### src/rtl/adc_cal_pkg.sv
package adc_cal_pkg;
    typedef enum logic [1:0] {
        ST_IDLE   = 2'd0,
        ST_SEARCH = 2'd1,
        ST_LOAD   = 2'd2
    } cal_state_e;
endpackage

### src/rtl/adc_cal_stab.sv
// Settling counter: counts enabled clocks, saturates at the limit.
module adc_cal_stab #(
    parameter int STAB_CYC = 14
) (
    input  logic clk,
    input  logic rst_n,
    input  logic en,
    output logic ready
);
    localparam int CW = $clog2(STAB_CYC + 1);
    localparam logic [CW-1:0] LIMIT = CW'(STAB_CYC);

    logic [CW-1:0] cnt_d, cnt_q;

    always_comb begin
        cnt_d = cnt_q;
        if (!en)
            cnt_d = '0;
        else if (cnt_q != LIMIT)
            cnt_d = cnt_q + 1'b1;
    end

    always_ff @(posedge clk or negedge rst_n) begin
        if (!rst_n) cnt_q <= '0;
        else        cnt_q <= cnt_d;
    end

    assign ready = (cnt_q == LIMIT);
endmodule

### src/rtl/adc_cal_sar_step.sv
// One successive-approximation step: try bit idx, keep it unless too high.
module adc_cal_sar_step #(
    parameter int FW = 7
) (
    input  logic [FW-1:0]         code,
    input  logic [$clog2(FW)-1:0] idx,
    input  logic                  too_high,
    output logic [FW-1:0]         trial,
    output logic [FW-1:0]         next_code
);
    logic [FW-1:0] mask;

    for (genvar i = 0; i < FW; i++) begin : g_mask
        assign mask[i] = (idx == i);
    end

    assign trial     = code | mask;
    assign next_code = too_high ? code : trial;
endmodule

### src/rtl/adc_cal_corr.sv
// Applies the signed factor to raw results with saturation, one register stage.
module adc_cal_corr #(
    parameter int RW = 12,
    parameter int FW = 7
) (
    input  logic          clk,
    input  logic          rst_n,
    input  logic          raw_valid,
    input  logic [RW-1:0] raw_data,
    input  logic [FW-1:0] factor,
    output logic          corr_valid,
    output logic [RW-1:0] corr_data
);
    localparam int SW = RW + 2;

    typedef struct packed {
        logic          valid;
        logic [RW-1:0] data;
    } corr_t;

    corr_t         c_d, c_q;
    logic [SW-1:0] diff;

    always_comb begin
        diff      = {2'b00, raw_data} - {{(SW-FW){factor[FW-1]}}, factor};
        c_d       = c_q;
        c_d.valid = raw_valid;
        if (raw_valid) begin
            if (diff[SW-1])
                c_d.data = '0;
            else if (diff[RW])
                c_d.data = '1;
            else
                c_d.data = diff[RW-1:0];
        end
    end

    always_ff @(posedge clk or negedge rst_n) begin
        if (!rst_n) c_q <= '0;
        else        c_q <= c_d;
    end

    assign corr_valid = c_q.valid;
    assign corr_data  = c_q.data;
endmodule

### src/rtl/adc_cal_seq.sv
module adc_cal_seq
    import adc_cal_pkg::*;
#(
    parameter int RW       = 12,
    parameter int FW       = 7,
    parameter int STAB_CYC = 14
) (
    input  logic          clk,
    input  logic          rst_n,
    input  logic          conv_en,
    input  logic          cal_start_wr,
    input  logic          cal_rst_wr,
    input  logic          cmp_in,
    input  logic          conv_req,
    input  logic          raw_valid,
    input  logic [RW-1:0] raw_data,
    output logic          cal_busy,
    output logic          cal_rst_pend,
    output logic          cal_done,
    output logic [FW-1:0] trim_code,
    output logic [FW-1:0] cal_factor,
    output logic          conv_go,
    output logic          corr_valid,
    output logic [RW-1:0] corr_data
);
    localparam int IW = $clog2(FW);
    localparam logic [IW-1:0] TOP_IDX = IW'(FW - 1);

    typedef struct packed {
        cal_state_e    state;
        logic          busy;
        logic          pend;
        logic          done;
        logic [FW-1:0] code;
        logic [IW-1:0] idx;
        logic [FW-1:0] factor;
    } ctl_t;

    ctl_t          s_d, s_q;
    logic          settled;
    logic [FW-1:0] trial, next_code;
    logic          start_ok;

    adc_cal_stab #(.STAB_CYC(STAB_CYC)) u_stab (
        .clk   (clk),
        .rst_n (rst_n),
        .en    (conv_en),
        .ready (settled)
    );

    adc_cal_sar_step #(.FW(FW)) u_step (
        .code      (s_q.code),
        .idx       (s_q.idx),
        .too_high  (cmp_in),
        .trial     (trial),
        .next_code (next_code)
    );

    assign start_ok = cal_start_wr && settled && !cal_rst_wr;

    always_comb begin
        s_d      = s_q;
        s_d.done = 1'b0;
        if (!conv_en) begin
            s_d.state  = ST_IDLE;
            s_d.busy   = 1'b0;
            s_d.pend   = 1'b0;
            s_d.code   = '0;
            s_d.factor = '0;
        end else if (s_q.pend) begin
            s_d.state  = ST_IDLE;
            s_d.busy   = 1'b0;
            s_d.pend   = 1'b0;
            s_d.code   = '0;
            s_d.factor = '0;
        end else begin
            unique case (s_q.state)
                ST_IDLE: begin
                    if (start_ok) begin
                        s_d.state = ST_SEARCH;
                        s_d.busy  = 1'b1;
                        s_d.code  = '0;
                        s_d.idx   = TOP_IDX;
                    end
                end
                ST_SEARCH: begin
                    s_d.code = next_code;
                    if (s_q.idx == '0)
                        s_d.state = ST_LOAD;
                    else
                        s_d.idx = s_q.idx - 1'b1;
                end
                ST_LOAD: begin
                    // offset-binary code to two's complement: flip the MSB
                    s_d.factor = {~s_q.code[FW-1], s_q.code[FW-2:0]};
                    s_d.busy   = 1'b0;
                    s_d.done   = 1'b1;
                    s_d.state  = ST_IDLE;
                end
                default: s_d.state = ST_IDLE;
            endcase
        end
        if (conv_en && cal_rst_wr)
            s_d.pend = 1'b1;
    end

    always_ff @(posedge clk or negedge rst_n) begin
        if (!rst_n) begin
            s_q       <= '0;
            s_q.state <= ST_IDLE;
        end else begin
            s_q <= s_d;
        end
    end

    adc_cal_corr #(.RW(RW), .FW(FW)) u_corr (
        .clk        (clk),
        .rst_n      (rst_n),
        .raw_valid  (raw_valid),
        .raw_data   (raw_data),
        .factor     (s_q.factor),
        .corr_valid (corr_valid),
        .corr_data  (corr_data)
    );

    assign cal_busy     = s_q.busy;
    assign cal_rst_pend = s_q.pend;
    assign cal_done     = s_q.done;
    assign cal_factor   = s_q.factor;
    assign trim_code    = (s_q.state == ST_SEARCH) ? trial : '0;
    assign conv_go      = conv_req && conv_en && !s_q.busy && !s_q.pend;
endmodule

### config.mk
export PLATFORM = sky130hd
export DESIGN_NAME = adc_cal_seq
export DESIGN_NICKNAME = d
export VERILOG_FILES = /design/src/rtl/adc_cal_pkg.sv /design/src/rtl/adc_cal_stab.sv /design/src/rtl/adc_cal_sar_step.sv /design/src/rtl/adc_cal_corr.sv /design/src/rtl/adc_cal_seq.sv
export SDC_FILE = /design/constraint.sdc
export NUM_CORES = 1
export LEC_CHECK = 0
export ABC_CLOCK_PERIOD_IN_PS = 2120
export BUFFER_PORTS_ARGS = -buffer_cell sky130_fd_sc_hd__buf_2
export CAP_MARGIN = 20
export CORE_UTILIZATION = 45
export CTS_CLUSTER_DIAMETER = 200
export CTS_CLUSTER_SIZE = 28
export DETAILED_ROUTE_END_ITERATION = 6
export GPL_ROUTABILITY_DRIVEN = 0
export PLACE_DENSITY = 0.8
export RECOVER_POWER = 100
export SYNTH_ARGS = -nofsm -noshare
export SYNTH_HDL_FRONTEND = slang
export SYNTH_SLANG_ARGS = --single-unit
export TNS_END_PERCENT = 100
### constraint.sdc
create_clock -name clk -period 2.12 [get_ports clk]
set_input_delay 0.212 -clock clk [delete_from_list [all_inputs] [get_ports clk]]
set_output_delay 0.212 -clock clk [all_outputs]
set_load 0.05 [all_outputs]
# After elaboration in Yosys (flattened, before gate mapping)
# Cells that the tools add are included.
# Widths: inputs -> output; s select.
[classes]
add_sub_neg = 3
n_reduce_logical = 16
n_eq_ne = 19
muxes = 24
bitwise_logic = 3
[op_table]
columns = ["cell", "n"]
rows = [
  ["$mux 7", 7],
  ["$mux 12", 2],
  ["$pmux 10 s2", 1],
  ["$sub 13x7->14", 1],
  ["$mux 4", 3],
  ["$ne 4x4->1 const B", 3],
  ["$mux 10", 1],
  ["$eq 3x3->1 const B", 3],
  ["$mux 3", 3],
  ["$ne 4x1->1 const B", 2],
  ["$or 7x7->7", 1],
  ["$eq 3x2->1 const B", 2],
  ["$logic_and 1x1->1", 6],
  ["$reduce_and 5->1", 1],
  ["$add 4x1->4 const B", 1],
  ["$eq 4x4->1 const B", 1],
  ["$mux 1", 4],
  ["$ne 2x2->1 const B", 2],
  ["$ne 4x3->1 const B", 1],
  ["$pmux 2 s2", 1],
  ["$reduce_and 2->1", 2],
  ["$eq 3x1->1 const B", 1],
  ["$logic_not 1->1", 3],
  ["$logic_not 3->1", 1],
  ["other kinds (11)", 12],
]
[totals]
inputBits = 20
register_bits = 39
output_inout_bits = 31
word_cells = 75

# Logic depth before layout (Yosys ltp)
[depth]
ltp_word = 8
depth_mapped = 10
depth_no_buf = 9

# By module
# From an unflattened synthesis, not the netlist that was laid out.
[unflattened]
hier_cells = 296
hier_area_um2 = 2832.7
[modules_own_cells]
columns = ["mod", "cells_per_inst", "n_inst", "area_each_um2"]
rows = [
  ["adc_cal_corr", 150, 1, 1350.0],
  ["adc_cal_seq", 104, 1, 1088.5],
  ["adc_cal_stab", 22, 1, 230.2],
  ["adc_cal_sar_step", 20, 1, 163.9],
]

# Worst setup path after synthesis
# OpenSTA, ideal clock, no wires.
[synth_timing]
kind = "reg2out"
from = "register s_q (netlist bit cal_rst_pend)"
to = "output conv_go"
arrival_ns = 2.227
stages_incl_launch_ff = 4
path_slack_ns = -0.319
path_cell_list = "dfrtp_1 -> nand2b_1 -> clkbuf_1 -> nor3b_1"
[synth_between]
elab_chain_len = 2
[synth_lines]
columns = ["item", "line", "source"]
rows = [
  ["start, declared", "adc_cal_seq.sv:39", "ctl_t s_d, s_q;"],
  ["$logic_not 1->1", "adc_cal_seq.sv:131", "assign conv_go = conv_req && conv_en && !s_q.busy && !s_q.pend;"],
  ["$logic_and 1x1->1", "adc_cal_seq.sv:131", ""],
  ["end, declared", "adc_cal_seq.sv:22", "output logic conv_go,"],
]
# Every way passes these cells.

# Worst setup path in the final report
[layout_timing]
from = "register s_q (netlist bit cal_factor[6])"
to = "register u_corr.c_q (netlist bit u_corr.corr_data[0])"
[layout_between]
elab_chain_len = 3
[layout_lines]
columns = ["item", "line", "source"]
rows = [
  ["$sub 13x7->14 *", "adc_cal_corr.sv:25", "diff = {2'b00, raw_data} - {{(SW-FW){factor[FW-1]}}, factor};"],
  ["$mux 12", "adc_cal_corr.sv:31", "else if (diff[RW])"],
  ["$mux 12 *", "adc_cal_corr.sv:29", "if (diff[SW-1])"],
  ["end signal, assigned", "adc_cal_corr.sv:39", "if (!rst_n) c_q <= '0;"],
  ["end signal, assigned", "adc_cal_corr.sv:40", "else c_q <= c_d;"],
  ["end, declared", "adc_cal_corr.sv:21", "corr_t c_d, c_q;"],
]
# Mark *: on every way between the ends. The rest lies on a longest branch, timed or not.
# A chain may end at the register's enable or synchronous reset.

==> results.md <==
* Outcome: finished with violations
* Violated checks: setup timing
* Drt drc at 0
* Seq. cell area at 977 um^2
* Cts bufs inserted at 5
* Vias/cell at 5.42
* Number of synthesized flops with an enable pin at 0
* Worst-Margin Slew at 1.01 ns
* Crit Path Max Fanout at 8
* Power Dens Cells at 564 nW/um^2
* Synthesized area per cell at 9.55 um^2
* Gate power share at 0.274
* Worst R2R Setup Slack at -0.09 ns
* Fraction of registers with async set/reset at 1.00
* Core Region at 5510 um^2
* Initial antenna violation count at 0
* Setup WS post-layout at -0.0902 ns
* Hold path depth at 2
* Bufs on Longest Clock Path at 2
* Min-delay worst type: primary input to flop
* Fraction of layout cells with a size suffix above 1 at 0.289
* Final Util at 0.589
* Root buf cell: clkbuf_8
* Yosys warns at 0
* Multi-input logic area at 1500 um^2
* Setup WS pre-CTS at -0.190 ns
* Seq pwr share at 0.446
* Remaining antenna violation count after routing at 0
* Post-Route WL at 6020 um
* Clock skew at 0.00959 ns
* Worst Hold Path EP: cal_rst_pend$_DFF_PN0_
* Worst setup path class: flop to flop
* Maximum vdd drop at 0.000341 V
* # rows at 27
* Syn_nets at 309
* Largest net degree at the start of global routing at 20
* Final Non-Filler Cells at 422
* Fin. Hold Viols at 0
* Reg-to-Reg End: u_corr.corr_data[0]$_DFFE_PN0P_
* Full die area at 5990 um^2
* Worst Path Required at 2.30 ns
* DRT Pass-1 Iters at 6
* TritonCTS clock tree: yes
* Post-Synthesis Cell Area at 2560 um^2
* PortBufs at 50
* Top FF cell, synth: dfrtp_1
* Die Wd at 77.4 um
* CTS H-tree depth at 2
* Iter 0 DRT Violations at 115
* IO Pins at 51
* Leakage power at 1.44 nW
* Switching pwr at 634 uW
* First-pass GRT wire length at 10300 um
* #FFs+latches synth at 39
* Hold_sp: cal_rst_wr
* Area post-placement at 3120 um^2
* Reg2Reg Depth at 9
* RSZ-0062 raised after global routing: yes
* Fin area at 3240 um^2
* Period utilization at 1.04
* Vias at 2289
* Clock transition at path regs at 0.08 ns
* Routed WL per cell at 14.3 um
* Die Ht at 77.4 um
* Worst relative slew slack at 0.325
* Placed cell count at 410
* Setup violations, final at 12
* Clk pwr share at 0.280
* Min Hold Slack at 0.182 ns
* Cell Int Power at 1.20 mW
* Number of global-route vias before repair at 2258
* CTS Sinks at 39
* Layout Nets at 390
* Final Critical Period at 2.21 ns
* Antenna cells at 0
* Starting Density at 0.465
* Sequential share of the synthesized area at 0.381
* Arr. time, crit path at 2.39 ns
* Fillers at 502
* Clock Latency Late Sink at 0.29 ns
* R2R Path Start: cal_factor[6]$_DFFE_PN0P_
* Tot GR Track Use at 0.217
* Fmax at 452 MHz
* Max-Cap Viols at 0
* Sw Ratio at 0.346
* Layout Area Growth over Synthesis at 26.8%
* Post-synthesis cell count at 268
* Global route overflow at 0
* Post-DP HPWL at 4640 um
* Slew Limit Fails at 0
* CP Capture Type: flop
* CP startpoint kind: flop
* Netlist cell types at 50
-- power by group through the flow --
stage | Clock, mW | Combinational (mW) | Sequential, mW
after floorplan | 0 | 0.218 | 0.958
after global placement | 0 | 0.490 | 0.828
after detailed placement | 0 | 0.500 | 0.830
after CTS | 0.534 | 0.513 | 0.815
after global routing | 0.572 | 0.543 | 0.820
final | 0.513 | 0.502 | 0.816
-- layer usage --
layer	up-vias	track usage	part of all wire	routed length [um]
li1	1107	-	-	-
met1	1109	0.279	0.45	2680
met2	63	0.372	0.50	2990
met3	10	0.0353	0.041	244
met4	0	0.0660	0.018	106
met5	-	0	0	0
-- sequential cells by signal, summed over array words and instances (netlist names) --
signal and count:
s_q 12, u_corr.corr_data 12, cal_factor 7, u_stab.cnt_q 4, cal_busy 1, cal_done 1, cal_rst_pend 1, u_corr.corr_valid 1
-- critical path: stages (launching register included) --
cell	delay, ns
dfrtp_2	0.44
inv_6	0.13
ha_4	0.22
and2b_1	0.16
a221oi_2	0.31
nand2_1	0.10
a31oi_1	0.19
mux2i_1	0.27
buf_4	0.20
a211oi_2	0.08
-- final cells by class --
class	count	area share
Sequential cell	39	0.301
Multi-Input combinational cell	196	0.463
Clock buffer	5	0.0212
Clock inverter	3	0.00733
Timing Repair Buffer	87	0.155
Inverter	20	0.0247
Tap cell	72	0.0278
-- Yosys cell counts (2+ instances only) --
| cell type | n | area, um^2 |
|---|---|---|
| a22o_1 | 7 | 61.3 |
| a2111oi_0 | 2 | 17.5 |
| a21oi_1 | 22 | 110 |
| a211oi_1 | 3 | 22.5 |
| a211oi_2 | 10 | 125 |
| nor2_1 | 33 | 124 |
| ha_1 | 20 | 250 |
| nand2b_1 | 3 | 18.8 |
| dfrtp_1 | 39 | 976 |
| and2_1 | 3 | 18.8 |
| buf_4 | 7 | 52.6 |
| and3_1 | 2 | 12.5 |
| nand3_1 | 3 | 15.0 |
| nand4_1 | 2 | 12.5 |
| mux2i_1 | 2 | 20.0 |
| a31oi_1 | 3 | 18.8 |
| and2b_1 | 2 | 15.0 |
| xor2_1 | 5 | 43.8 |
| o31ai_1 | 3 | 22.5 |
| nor3_1 | 3 | 15.0 |
| buf_6 | 3 | 33.8 |
| a21oi_2 | 2 | 17.5 |
| o21ai_0 | 5 | 25.0 |
| clkbuf_1 | 3 | 11.3 |
| o21a_1 | 4 | 30.0 |
| inv_1 | 20 | 75.1 |
| nand2_1 | 25 | 93.8 |
| nor3_2 | 2 | 20.0 |
| a41oi_1 | 2 | 17.5 |
| xnor2_1 | 4 | 35.0 |
| a21o_1 | 3 | 22.5 |
| nor2b_1 | 2 | 12.5 |
| nor3b_1 | 2 | 15.0 |
-- cells by family (layout without fill, tap and decap cells) --
group,count (synthesis),count (layout),synth area share
buffers and inverters,33,115,0.0675
AOI/OAI and AO/OA,76,76,0.237
adders and majority gates,21,21,0.106
and+or+nand+nor,87,87,0.161
DFF,39,39,0.381
xor gates and xnor gates,9,9,0.0308
muxes,3,3,0.0166
-- worst max path at each step --
stage                               from                               end  slack, ns  cells after the start
2_1_floorplan  cal_factor[6]$_DFFE_PN0P_   u_corr.corr_data[7]$_DFFE_PN0P_      -0.02                      9
3_3_place_gp                 raw_data[0]  u_corr.corr_data[10]$_DFFE_PN0P_      -0.08                     10
3_5_place_dp   cal_factor[0]$_DFFE_PN0P_   u_corr.corr_data[0]$_DFFE_PN0P_      -0.19                      9
4_1_cts        cal_factor[6]$_DFFE_PN0P_   u_corr.corr_data[0]$_DFFE_PN0P_      -0.07                      9
5_1_grt        cal_factor[0]$_DFFE_PN0P_  u_corr.corr_data[11]$_DFFE_PN0P_      -0.24                      9
6_report       cal_factor[6]$_DFFE_PN0P_   u_corr.corr_data[0]$_DFFE_PN0P_      -0.09                      9
-- cells in the final DEF (no fill, tap or decap), types with 4 or more instances in the layout --
master    netlist  final
inv_1          20     19
o21a_1          4      4
clkbuf_8        0      5
nand2_1        25     25
nor3_1          3      4
a21oi_1        22     21
buf_2           0     17
xor2_1          5      5
buf_4           7     32
clkbuf_2        0      7
dfrtp_1        39     38
nor2_1         33     33
ha_1           20     14
o21ai_0         5      4
a22o_1          7      7
clkbuf_1        3     28
xnor2_1         4      4
a211oi_2       10     11
ha_4            0      5
-- what timing repair did --
action                                 in CTS  in global routing
pin swaps                                   6                  6
setup buffers                               2                  1
hold buffers                                1                  0
resized for setup                           8                  4
setup endpoints to repair                  12                 13
endpoints found under the hold margin      17                  0
-- through the flow --
stage	total power, mW	TNS [ns]
floorplan	1.18	-0.128
global placement	1.32	-0.218
detailed placement	1.33	-0.939
CTS	1.86	-0.680
global route	1.94	-2.98
finish	1.83	-0.902
(Power assumes the default switching activity.)
